$ cat src/rtl/sdcrc_pkg.sv
package sdcrc_pkg;

  typedef enum logic [2:0] {
    ST_IDLE,
    ST_RD_DATA,
    ST_RD_CRC,
    ST_WR_DATA,
    ST_WR_CRC,
    ST_WR_TOK
  } blk_state_e;

  typedef enum logic [1:0] {
    LOP_HOLD,
    LOP_INIT,
    LOP_FEED,
    LOP_SHIFT
  } lane_op_e;

  typedef enum logic [1:0] {
    TK_WAIT,
    TK_BITS,
    TK_END
  } tok_state_e;

endpackage

$ cat src/rtl/sdcrc_lane.sv
module sdcrc_lane
  import sdcrc_pkg::*;
#(
  parameter int                 CRC_W = 16,
  parameter logic [CRC_W-1:0]   POLY  = 'h1021
) (
  input  logic     clk,
  input  logic     rst,
  input  lane_op_e op,
  input  logic     din,
  output logic     msb
);

  logic [CRC_W-1:0] crc_q;

  always_ff @(posedge clk) begin
    if (rst) begin
      crc_q <= '0;
    end else begin
      case (op)
        LOP_INIT:  crc_q <= '0;
        LOP_FEED:  crc_q <= {crc_q[CRC_W-2:0], 1'b0} ^
                            ((crc_q[CRC_W-1] ^ din) ? POLY : '0);
        LOP_SHIFT: crc_q <= {crc_q[CRC_W-2:0], 1'b0};
        default:   crc_q <= crc_q;
      endcase
    end
  end

  assign msb = crc_q[CRC_W-1];

endmodule

$ cat src/rtl/sdcrc_tok.sv
module sdcrc_tok
  import sdcrc_pkg::*;
#(
  parameter int               TOK_W = 3,
  parameter logic [TOK_W-1:0] GOOD  = 3'b010
) (
  input  logic clk,
  input  logic rst,
  input  logic en,
  input  logic vld,
  input  logic bit_in,
  output logic done,
  output logic good
);

  localparam int CW = $clog2(TOK_W + 1);

  tok_state_e       st_q;
  logic [CW-1:0]    cnt_q;
  logic [TOK_W-1:0] sh_q;

  always_ff @(posedge clk) begin
    if (rst) begin
      st_q  <= TK_WAIT;
      cnt_q <= '0;
      sh_q  <= '0;
      done  <= 1'b0;
      good  <= 1'b0;
    end else if (!en) begin
      st_q  <= TK_WAIT;
      cnt_q <= '0;
      done  <= 1'b0;
      good  <= 1'b0;
    end else begin
      done <= 1'b0;
      if (vld) begin
        case (st_q)
          TK_WAIT: begin
            if (!bit_in) begin
              st_q  <= TK_BITS;
              cnt_q <= '0;
            end
          end
          TK_BITS: begin
            sh_q <= {sh_q[TOK_W-2:0], bit_in};
            if (cnt_q == CW'(TOK_W - 1)) st_q <= TK_END;
            else                         cnt_q <= cnt_q + 1'b1;
          end
          TK_END: begin
            done <= 1'b1;
            good <= (sh_q == GOOD) && bit_in;
            st_q <= TK_WAIT;
          end
          default: st_q <= TK_WAIT;
        endcase
      end
    end
  end

  AST_TOK_DONE_PULSE: assert property (@(posedge clk) disable iff (rst)
    done |=> !done);

endmodule

$ cat src/rtl/sdcrc_unit.sv
module sdcrc_unit
  import sdcrc_pkg::*;
#(
  parameter int                 MAX_BYTES = 512,
  parameter int                 CRC_W     = 16,
  parameter logic [CRC_W-1:0]   CRC_POLY  = 'h1021,
  parameter int                 TOK_W     = 3,
  parameter logic [TOK_W-1:0]   TOK_GOOD  = 3'b010,
  localparam int                BYTES_W   = $clog2(MAX_BYTES + 1)
) (
  input  logic               clk,
  input  logic               rst,
  input  logic               start_rd,
  input  logic               start_wr,
  input  logic               ddr_mode,
  input  logic [BYTES_W-1:0] blk_bytes,
  input  logic               rx_vld,
  input  logic               rx_bit,
  input  logic               wr_vld,
  input  logic               wr_bit,
  input  logic               clr_err,
  input  logic               irq_en,
  output logic               tx_vld,
  output logic               tx_bit,
  output logic               busy,
  output logic               blk_done,
  output logic               blk_fail,
  output logic               crc_err,
  output logic               irq
);

  localparam int LANES  = 2;
  localparam int DAT_W  = BYTES_W + 3;
  localparam int CRC_CW = $clog2(LANES * CRC_W);
  localparam int BITS_W = (DAT_W > CRC_CW) ? DAT_W : CRC_CW;
  localparam logic [BITS_W-1:0] LAST_SDR = BITS_W'(CRC_W - 1);
  localparam logic [BITS_W-1:0] LAST_DDR = BITS_W'(LANES * CRC_W - 1);

  blk_state_e        state_q;
  logic              ddr_q;
  logic [BITS_W-1:0] nbits_q;
  logic [BITS_W-1:0] cnt_q;
  logic              sel_q;
  logic              mism_q;

  logic [LANES-1:0]  lane_msb;
  lane_op_e          lane_op [LANES];
  lane_op_e          cur_op;
  logic              lane_din;
  logic              cur_msb;
  logic [BITS_W-1:0] crc_last;
  logic              sel_nxt;
  logic              data_last;
  logic              crc_end;
  logic              done_set;
  logic              fail_set;
  logic              tok_done;
  logic              tok_good;

  assign cur_msb   = lane_msb[sel_q];
  assign crc_last  = ddr_q ? LAST_DDR : LAST_SDR;
  assign sel_nxt   = ddr_q ? ~sel_q : 1'b0;
  assign data_last = (cnt_q == nbits_q - 1'b1);
  assign crc_end   = (cnt_q == crc_last);
  assign busy      = (state_q != ST_IDLE);

  // Operation applied to the active lane this cycle
  always_comb begin
    cur_op   = LOP_HOLD;
    lane_din = 1'b0;
    case (state_q)
      ST_IDLE:    if (start_rd || start_wr) cur_op = LOP_INIT;
      ST_RD_DATA: if (rx_vld) begin cur_op = LOP_FEED; lane_din = rx_bit; end
      ST_RD_CRC:  if (rx_vld) cur_op = LOP_SHIFT;
      ST_WR_DATA: if (wr_vld) begin cur_op = LOP_FEED; lane_din = wr_bit; end
      ST_WR_CRC:  cur_op = LOP_SHIFT;
      default:    cur_op = LOP_HOLD;
    endcase
  end

  // Completion and failure decided in the cycle the last bit is seen
  always_comb begin
    done_set = 1'b0;
    fail_set = 1'b0;
    if (state_q == ST_RD_CRC && rx_vld && crc_end) begin
      done_set = 1'b1;
      fail_set = mism_q || (rx_bit != cur_msb);
    end else if (state_q == ST_WR_TOK && tok_done) begin
      done_set = 1'b1;
      fail_set = !tok_good;
    end
  end

  for (genvar l = 0; l < LANES; l++) begin : g_lane
    localparam logic LSEL = 1'(l);
    assign lane_op[l] = (cur_op == LOP_INIT) ? LOP_INIT :
                        (sel_q == LSEL)      ? cur_op   : LOP_HOLD;
    sdcrc_lane #(.CRC_W(CRC_W), .POLY(CRC_POLY)) lane_i (
      .clk (clk),
      .rst (rst),
      .op  (lane_op[l]),
      .din (lane_din),
      .msb (lane_msb[l])
    );
  end

  sdcrc_tok #(.TOK_W(TOK_W), .GOOD(TOK_GOOD)) tok_i (
    .clk    (clk),
    .rst    (rst),
    .en     (state_q == ST_WR_TOK),
    .vld    (rx_vld),
    .bit_in (rx_bit),
    .done   (tok_done),
    .good   (tok_good)
  );

  always_ff @(posedge clk) begin
    if (rst) begin
      state_q <= ST_IDLE;
      ddr_q   <= 1'b0;
      nbits_q <= '0;
      cnt_q   <= '0;
      sel_q   <= 1'b0;
      mism_q  <= 1'b0;
      tx_vld  <= 1'b0;
      tx_bit  <= 1'b0;
    end else begin
      tx_vld <= 1'b0;
      case (state_q)
        ST_IDLE: begin
          if (start_rd || start_wr) begin
            state_q <= start_rd ? ST_RD_DATA : ST_WR_DATA;
            ddr_q   <= ddr_mode;
            nbits_q <= BITS_W'({blk_bytes, 3'b000});
            cnt_q   <= '0;
            sel_q   <= 1'b0;
            mism_q  <= 1'b0;
          end
        end
        ST_RD_DATA: begin
          if (rx_vld) begin
            sel_q <= sel_nxt;
            if (data_last) begin
              cnt_q   <= '0;
              state_q <= ST_RD_CRC;
            end else begin
              cnt_q <= cnt_q + 1'b1;
            end
          end
        end
        ST_RD_CRC: begin
          if (rx_vld) begin
            sel_q  <= sel_nxt;
            mism_q <= mism_q || (rx_bit != cur_msb);
            if (crc_end) state_q <= ST_IDLE;
            else         cnt_q   <= cnt_q + 1'b1;
          end
        end
        ST_WR_DATA: begin
          if (wr_vld) begin
            tx_vld <= 1'b1;
            tx_bit <= wr_bit;
            sel_q  <= sel_nxt;
            if (data_last) begin
              cnt_q   <= '0;
              state_q <= ST_WR_CRC;
            end else begin
              cnt_q <= cnt_q + 1'b1;
            end
          end
        end
        ST_WR_CRC: begin
          tx_vld <= 1'b1;
          tx_bit <= cur_msb;
          sel_q  <= sel_nxt;
          if (crc_end) begin
            cnt_q   <= '0;
            state_q <= ST_WR_TOK;
          end else begin
            cnt_q <= cnt_q + 1'b1;
          end
        end
        ST_WR_TOK: begin
          if (tok_done) state_q <= ST_IDLE;
        end
        default: state_q <= ST_IDLE;
      endcase
    end
  end

  // Status outputs
  always_ff @(posedge clk) begin
    if (rst) begin
      blk_done <= 1'b0;
      blk_fail <= 1'b0;
      crc_err  <= 1'b0;
      irq      <= 1'b0;
    end else begin
      blk_done <= done_set;
      blk_fail <= fail_set;
      if (fail_set)     crc_err <= 1'b1;
      else if (clr_err) crc_err <= 1'b0;
      irq <= crc_err && irq_en;
    end
  end

  AST_FAIL_NEEDS_DONE: assert property (@(posedge clk) disable iff (rst)
    blk_fail |-> blk_done);
  AST_DONE_PULSE: assert property (@(posedge clk) disable iff (rst)
    blk_done |=> !blk_done);
  AST_ERR_STICKY: assert property (@(posedge clk) disable iff (rst)
    (crc_err && !clr_err) |=> crc_err);
  AST_FAIL_FLAGS_ERR: assert property (@(posedge clk) disable iff (rst)
    blk_fail |-> crc_err);
  AST_IRQ_MASKED: assert property (@(posedge clk) disable iff (rst)
    !irq_en |=> !irq);
  AST_TX_IN_WRITE: assert property (@(posedge clk) disable iff (rst)
    tx_vld |-> busy);
  AST_LEN_LEGAL: assert property (@(posedge clk) disable iff (rst)
    (!busy && (start_rd || start_wr)) |->
      (blk_bytes != '0 && blk_bytes <= BYTES_W'(MAX_BYTES)));

endmodule

$ cat config.mk
export PLATFORM = sky130hd
export DESIGN_NAME = sdcrc_unit
export DESIGN_NICKNAME = d
export VERILOG_FILES = /design/src/rtl/sdcrc_pkg.sv /design/src/rtl/sdcrc_lane.sv /design/src/rtl/sdcrc_tok.sv /design/src/rtl/sdcrc_unit.sv
export SDC_FILE = /design/constraint.sdc
export NUM_CORES = 1
export LEC_CHECK = 0
export BUFFER_PORTS_ARGS = -buffer_cell sky130_fd_sc_hd__buf_4
export CAP_MARGIN = 20
export CORE_UTILIZATION = 65
export CTS_CLUSTER_SIZE = 16
export DETAILED_ROUTE_END_ITERATION = 10
export PLACE_DENSITY = 0.85
export SYNTH_ARGS = -nofsm -noshare
export SYNTH_HDL_FRONTEND = slang
export SYNTH_HIERARCHICAL = 1
export SYNTH_SLANG_ARGS = --single-unit
$ cat constraint.sdc
create_clock -name clk -period 4 [get_ports clk]
set_input_delay 0.4 -clock clk [delete_from_list [all_inputs] [get_ports clk]]
set_output_delay 0.4 -clock clk [all_outputs]
set_load 0.02 [all_outputs]
After elaboration in Yosys (flattened, before gate mapping) --
Index checks and enable logic that the tools add are counted.
Storage, ports and cells: bits of input ports 21, output and inout bits 7, logic and storage cells 157, register bits 76
Cells by class: multiplexer cells 62, bitwise operators 7, eq/ne operators 33, add/sub/neg operators 3, reductions and logical operators 32, $lt $le $gt $ge 1
Operators with widths (count):
- $mux 13 | 9
- $pmux 16 s3 | 2
- $pmux 13 s5 | 1
- $xor 16x16->16 | 2
- $mux 3 | 9
- $mux 2 | 12
- $ne 2x2->1 const B | 12
- $mux 1 | 19
- $pmux 3 s6 | 1
- $add 13x1->13 const B | 1
- $eq 13x13->1 | 1
- $eq 13x5->1 | 1
- $sub 13x1->13 const B | 1
- $eq 2x2->1 const B | 6
- $pmux 2 s5 | 1
- $eq 3x2->1 const B | 3
- $reduce_and 3->1 | 3
- $reduce_and 9->1 | 1
- $reduce_bool 3->1 | 3
- $eq 2x1->1 const B | 4
- $pmux 1 s2 | 4
- $pmux 2 s2 | 2
- $reduce_and 4->1 | 2
- $reduce_bool 2->1 | 4
- 21 further kinds | 34

Longest topological paths before layout --
Gate-level depths: netlist (run 1).
depth after elaboration 7, depth in mapped cells 12

Cells and area by module --
Netlist (run 1), hierarchy kept.
Modules (own cells, without submodules):
- sdcrc_unit | sequential area each 700.7 µm², area each 2138.3 µm², cells an instance 275, instances 1
- sdcrc_lane | sequential area each 320.3 µm², area each 683.2 µm², cells an instance 76, instances 2
- sdcrc_tok | sequential area each 180.2 µm², area each 412.9 µm², cells an instance 42, instances 1

Least setup slack after synthesis (run 1) --
Ideal clock, no wire load.
path type reg2reg, start point register, netlist name cnt_q[10], end point register, netlist name cnt_q[6], stages on the path, launching flop included 10, path slack 1417 ps, arrival 2461 ps, required time 3878 ps, path buffers 2, period minus slack after synthesis 2583 ps, path through dfxtp_1 -> buf_6 -> or4_1 -> or4_4 -> o311ai_4 -> or3_1 -> a31oi_1 -> buf_6 -> and3_1 -> a221o_1

==> results of run 1 <==
## layer usage
layer,share of wire (%),vias to the layer above,track usage (%)
met2,48,76,45.3
met5,0,-,0
met3,3.9,15,4.00
met4,2.0,0,13.8
li1,-,1695,-
met1,46,1546,33.3
## power by group through the flow
stage	clock network, mW	logic [mW]	registers (mW)
floorplan	0	0.655	0.860
global placement	0	0.715	0.904
detailed placement	0	0.733	0.906
CTS	0.562	0.738	0.889
global route	0.584	0.823	0.898
finish	0.550	0.744	0.892
## worst paths after layout
check	from	end	cells past startpoint	slack [ns]
setup / recovery	cnt_q[10]	cnt_q[0]	5	1.11
setup reg to reg	cnt_q[10]	cnt_q[0]	5	1.11
hold / removal	clr_err	crc_err	2	0.25
hold reg to reg	g_lane[1].lane_i/crc_q[10]	g_lane[1].lane_i/crc_q[11]	2	0.48
## area by class of cell
| type | count | area, sq um | share of cell area (%) |
|---|---|---|---|
| multi-input combinational | 352 | 2180 | 51.3 |
| sequential | 76 | 1520 | 35.7 |
| clock buffer | 14 | 183 | 4.29 |
| timing repair buffer | 32 | 240 | 5.64 |
| clock inverter | 1 | 5.00 | 0.118 |
| inverter | 9 | 33.8 | 0.793 |
| tap | 72 | 90.1 | 2.12 |
## registers in the layout (all words and copies together) (netlist names), 2 cells and up
name / count
tok_i/st_q: 2
tok_i/cnt_q: 2
tok_i/sh_q: 3
nbits_q: 10
state_q: 3
cnt_q: 13
g_lane.lane_i/crc_q: 32
## stage by stage
stage | hold WS (ns) | area, sq um
6_report | 0.247 | 4260
4_1_cts | 0.234 | 4260
2_1_floorplan | 0.448 | 3920
3_3_place_gp | 0.452 | 4070
3_5_place_dp | 0.469 | 4070
5_1_grt | 0.240 | 4260
## critical path, delay by kind of cell, from the launching register on
kind            cells  cell delay (ns)
mux                 1             0.28
compound gates      1             0.29
flops               1             0.40
simple gates        3             1.85
## logic make-up after synthesis
family | share of synthesized area, %
multiplexers | 2.08
AO/OA/AOI/OAI | 20.2
adder cells (fa/ha/maj) | 0.958
XOR/XNOR | 4.47
AND/OR/NAND/NOR | 28.0
flip-flops | 38.8
buffers and inverters | 5.53
## cells in the final DEF (no fill, tap or decap), drive strengths merged, types with 4 or more instances in the layout
cell type and instances:
o2111ai 4, or3 4, nor3 6, nor2b 5
o21ai 7, nand2b 6, inv 9, a21oi 57
a22o 4, buf 32, nor2 65, dfxtp 76
a32oi 4, and3 6, nand2 48, or4 5
clkbuf 14, nor4b 6, mux2i 7, xor2 10
a2111oi 4, nor3b 27, a21o 6, nand3 11
xnor2 10, a221o 4
==> flow_summary.ini, run 1 <==
[final_layout]
syn_to_final_growth_pct = 8.69
drive_gt1_share_pct = 13.0
fin_cells = 556
fillCellCount = 428
finalCoreUtilization_pct = 75.5
nets = 504
diodes = 0

[status]
status = finished clean

[timing]
report.final.hold_viol_count = 0
drv_slew = 0
fmax_ghz = 0.346
rsz0062_at_grt = no
fin_crit_sh_pct = 72.2
fin_skew_ns = 0.00626
relSlewSlack_pct = 43.8
final.setup.tns_ns = 0
layout_min_cycle_time_ns = 2.89
setup_viol = 0
setup_slack_ns = 1.11
worst_slew_pin_slew_ns = 0.841

[synth]
synth_async_sr_flop_share_pct = 0
seq_area_frac_synth_pct = 38.8
synth_common_cells = dfxtp_1, nor2_1, a21oi_1
ys_types = 62
synth_seq_cells = 76
synth_top_area_share_pct = 38.8
synth_most_common_cell = dfxtp_1
synth_nets = 493
synth-main-ff-cell = dfxtp_1
ys_warn_count = 6
synth.avg_cell_area_sq_um = 8.35
synth-edff-count = 0
synth_area_leaders = dfxtp_1, a21oi_1, nor2_1
netlist_instances = 469
yosysTopAreaCell = dfxtp_1
synth.cell_area_sq_mm = 0.00392

[setup_path]
arrival_ns = 3.18
path_cells = or4_1, or4_4, o311ai_4, nor2b_1, mux2_2
crit_fanout = 12
end_kind = flip-flop
worstPathRequired_ns = 4.29
critPathLaunchType = flip-flop
cpPeakStageDelay_ns = 0.72
critical_path_class = flip-flop to flip-flop
crit_slowest_cell = nor2b_1

[clocking]
cts_buffers = 9
cts_hold_buf = 0
cts_buffer_depth = 2
clock_latency_ns = 0.34
clock-sinks = 76
cts-htree-levels = 3
clk_pin_slew_ns = 0.07
cts-root-buf = clkbuf_8
postCtsSetupBuffers = 0
cts_tree = done
cts_resized = 0

[floorplan]
core-area_sq_mm = 0.00564
start_util_pct = 69.4
die_w_microns = 79.6
die_area_sq_mm = 0.00634
rows = 27
die_y_microns = 79.6
ioPinCount = 28

[detailed_routing]
viasPerCell = 5.99
drtIter0Drc = 162
drt-total-wl_microns = 8070
detail-route-antenna-nets = 0
wl_per_cell_microns = 14.5
drc_errors = 0
vias = 3332
dr.pass1.iters = 4

[power]
power.total_mw = 2.19
swShare_pct = 37.4
p_sw_mw = 0.818
p_leak_nw = 1.67
p_per_area_mw_per_mm2 = 513
internal_power_mw = 1.37
combPwrFrac_pct = 34.0
p_seq_share_pct = 40.8
clock_power_share_pct = 25.2
ir_drop_v = 0.000414

[grt]
antenna_found_initial = 0
grt_usage_pct = 27.0
grt_pass1_wl_microns = 13400
grt_pass1_vias = 3002
grt_start_max_net_pins = 66
grt-ovfl-total = 0

[place]
place_hpwl_microns = 5480
dpl_worst_slack_ns = 1.14
gp_congestion = 0.929
dp.cells = 541
port_buffers = 27

[hold_path]
hold_class = input pin to flip-flop

[flow_run]
drv_cap = 0
Note: power is estimated with default switching activity, not from simulation.
==> run 2: changes to the inputs <==
Settings changed: CORE_UTILIZATION 65 to 60, PLACE_DENSITY 0.85 to 0.79.
Clock period 4 ns to 2.9 ns, I/O delays scaled along.
==> run 2 against run 1 <==
Net effect:
- critical path depth increased by 5
- via count decreased by 0.24%
- sequential cell count unchanged
- cell count increased by 3.1%
- count of clock-buffer cells in the layout decreased by 3
- clock skew increased by 0.0022 ns
- first-iteration DRC count increased by 62%
- power increased by 42%
- fmax increased by 7.5%
- global-route usage decreased by 2.8 points
- cell area increased by 2.4%
- critical endpoint is now cnt_q[6]
- highest routed layer unchanged
==> flow_summary.ini, run 2 (synthesis results as in run 1) <==
[detailed_routing]
viasPerCell = 5.80
drt-total-wl_microns = 8140
drc_errors = 0
drtIter0Drc = 262
detail-route-antenna-nets = 0
wl_per_cell_microns = 14.2
vias = 3324
dr.pass1.iters = 4

[timing]
final.setup.tns_ns = 0
report.final.hold_viol_count = 0
fin_crit_sh_pct = 92.7
worst_slew_pin_slew_ns = 0.650
fmax_ghz = 0.372
layout_min_cycle_time_ns = 2.69
rsz0062_at_grt = no
relSlewSlack_pct = 56.7
setup_viol = 0
drv_slew = 0
fin_skew_ns = 0.00845

[setup_path]
cpPeakStageDelay_ns = 0.41
critical_path_class = flip-flop to flip-flop
path_cells = inv_1, ha_1, nand4bb_1, a2111oi_0, o211ai_1, a2111oi_4, a31oi_1, buf_4, and3_1, a221o_1
critPathLaunchType = flip-flop
arrival_ns = 2.93
r2r_cells = 10
end_kind = flip-flop
worstPathRequired_ns = 3.14
crit_slowest_cell = a2111oi_0
crit_fanout = 20

[floorplan]
die_area_sq_mm = 0.00686
ioPinCount = 28
core-area_sq_mm = 0.00631
die_y_microns = 82.8
die_w_microns = 82.8
rows = 29
start_util_pct = 62.0

[clocking]
cts_resized = 0
clock-sinks = 76
cts_buffers = 9
cts-root-buf = clkbuf_8
cts_hold_buf = 0
cts_tree = done
cts-htree-levels = 3
clock_latency_ns = 0.35
postCtsSetupBuffers = 0
cts_buffer_depth = 2
clk_pin_slew_ns = 0.07

[final_layout]
syn_to_final_growth_pct = 11.3
largest_reg_flops = 32
top_register = g_lane.lane_i/crc_q
mostFrequentLayoutCells = dfxtp_1, nor2_1, a21oi_1
layout_commonest_cell = dfxtp_1
nets = 515
stdcell_area_sq_mm = 0.00436
largestRegisters = g_lane.lane_i/crc_q x32, cnt_q x13, nbits_q x10
drive_gt1_share_pct = 15.3
diodes = 0
finalCoreUtilization_pct = 69.1
fin_cells = 573

[hold_path]
hold_depth = 2
hold_class = input pin to flip-flop

[power]
p_leak_nw = 1.74
p_per_area_mw_per_mm2 = 710
power.total_mw = 3.10
ir_drop_v = 0.000405

[grt]
grt_pass1_vias = 3000
grt_pass1_wl_microns = 13700
grt-ovfl-total = 0
grt_usage_pct = 24.2
grt_start_max_net_pins = 66
antenna_found_initial = 0

[place]
dp.cells = 557
dpl_cell_area_sq_mm = 0.00416
gp_congestion = 0.837
port_buffers = 27
place_hpwl_microns = 5490

[status]
status = finished clean

[flow_run]
drv_cap = 0
[run 2: metrics by stage]
stage | setup WS, ns | hold WS [ns]
finish | 0.211 | 0.119
detailed placement | 0.239 | 0.467
CTS | 0.204 | 0.102
global route | 0.0159 | 0.108
global placement | 0.291 | 0.454
floorplan | 0.317 | 0.362
[run 2: power by group]
group          internal, mW  switching (mW)  leakage, nW  total (mW)
Combinational         0.397           0.675         1.01        1.07
Clock                 0.439           0.381        0.109       0.820
Sequential             1.11          0.0973        0.615        1.21
Total                  1.94            1.15         1.74        3.10
[run 2: area by class of cell]
| cell class | count | area [sq um] |
|---|---|---|
| clock buffers | 11 | 151 |
| multi-input cells | 352 | 2180 |
| well taps | 77 | 96.3 |
| inverters | 9 | 33.8 |
| repair buffers | 43 | 323 |
| clock inverters | 5 | 50.0 |
| flip-flops and latches | 76 | 1520 |
| fillers | 535 | 1950 |
[run 2: metal layers]
| metal | vias up | wire [microns] | GRT usage, % |
|---|---|---|---|
| li1 | 1715 | - | - |
| met1 | 1527 | 3780 | 31.1 |
| met2 | 70 | 3900 | 39.1 |
| met3 | 12 | 308 | 4.27 |
| met4 | 0 | 147 | 11.9 |
| met5 | - | 0 | 0 |
[run 2: critical path, delay by kind of cell, from the launching register on]
kind            cells  cell delay, ns
compound gates      5            1.32
fa+ha+maj           1            0.33
buf+inv             2            0.27
flops               1            0.35
simple gates        2            0.31
[run 2: worst paths after layout]
kind	from	slack [ns]	end
worst max-delay path	nbits_q[4]	0.21	cnt_q[6]
worst min-delay path	clr_err	0.12	crc_err
worst max register to register	nbits_q[4]	0.21	cnt_q[6]
worst min register to register	g_lane[1].lane_i/crc_q[10]	0.48	g_lane[1].lane_i/crc_q[11]
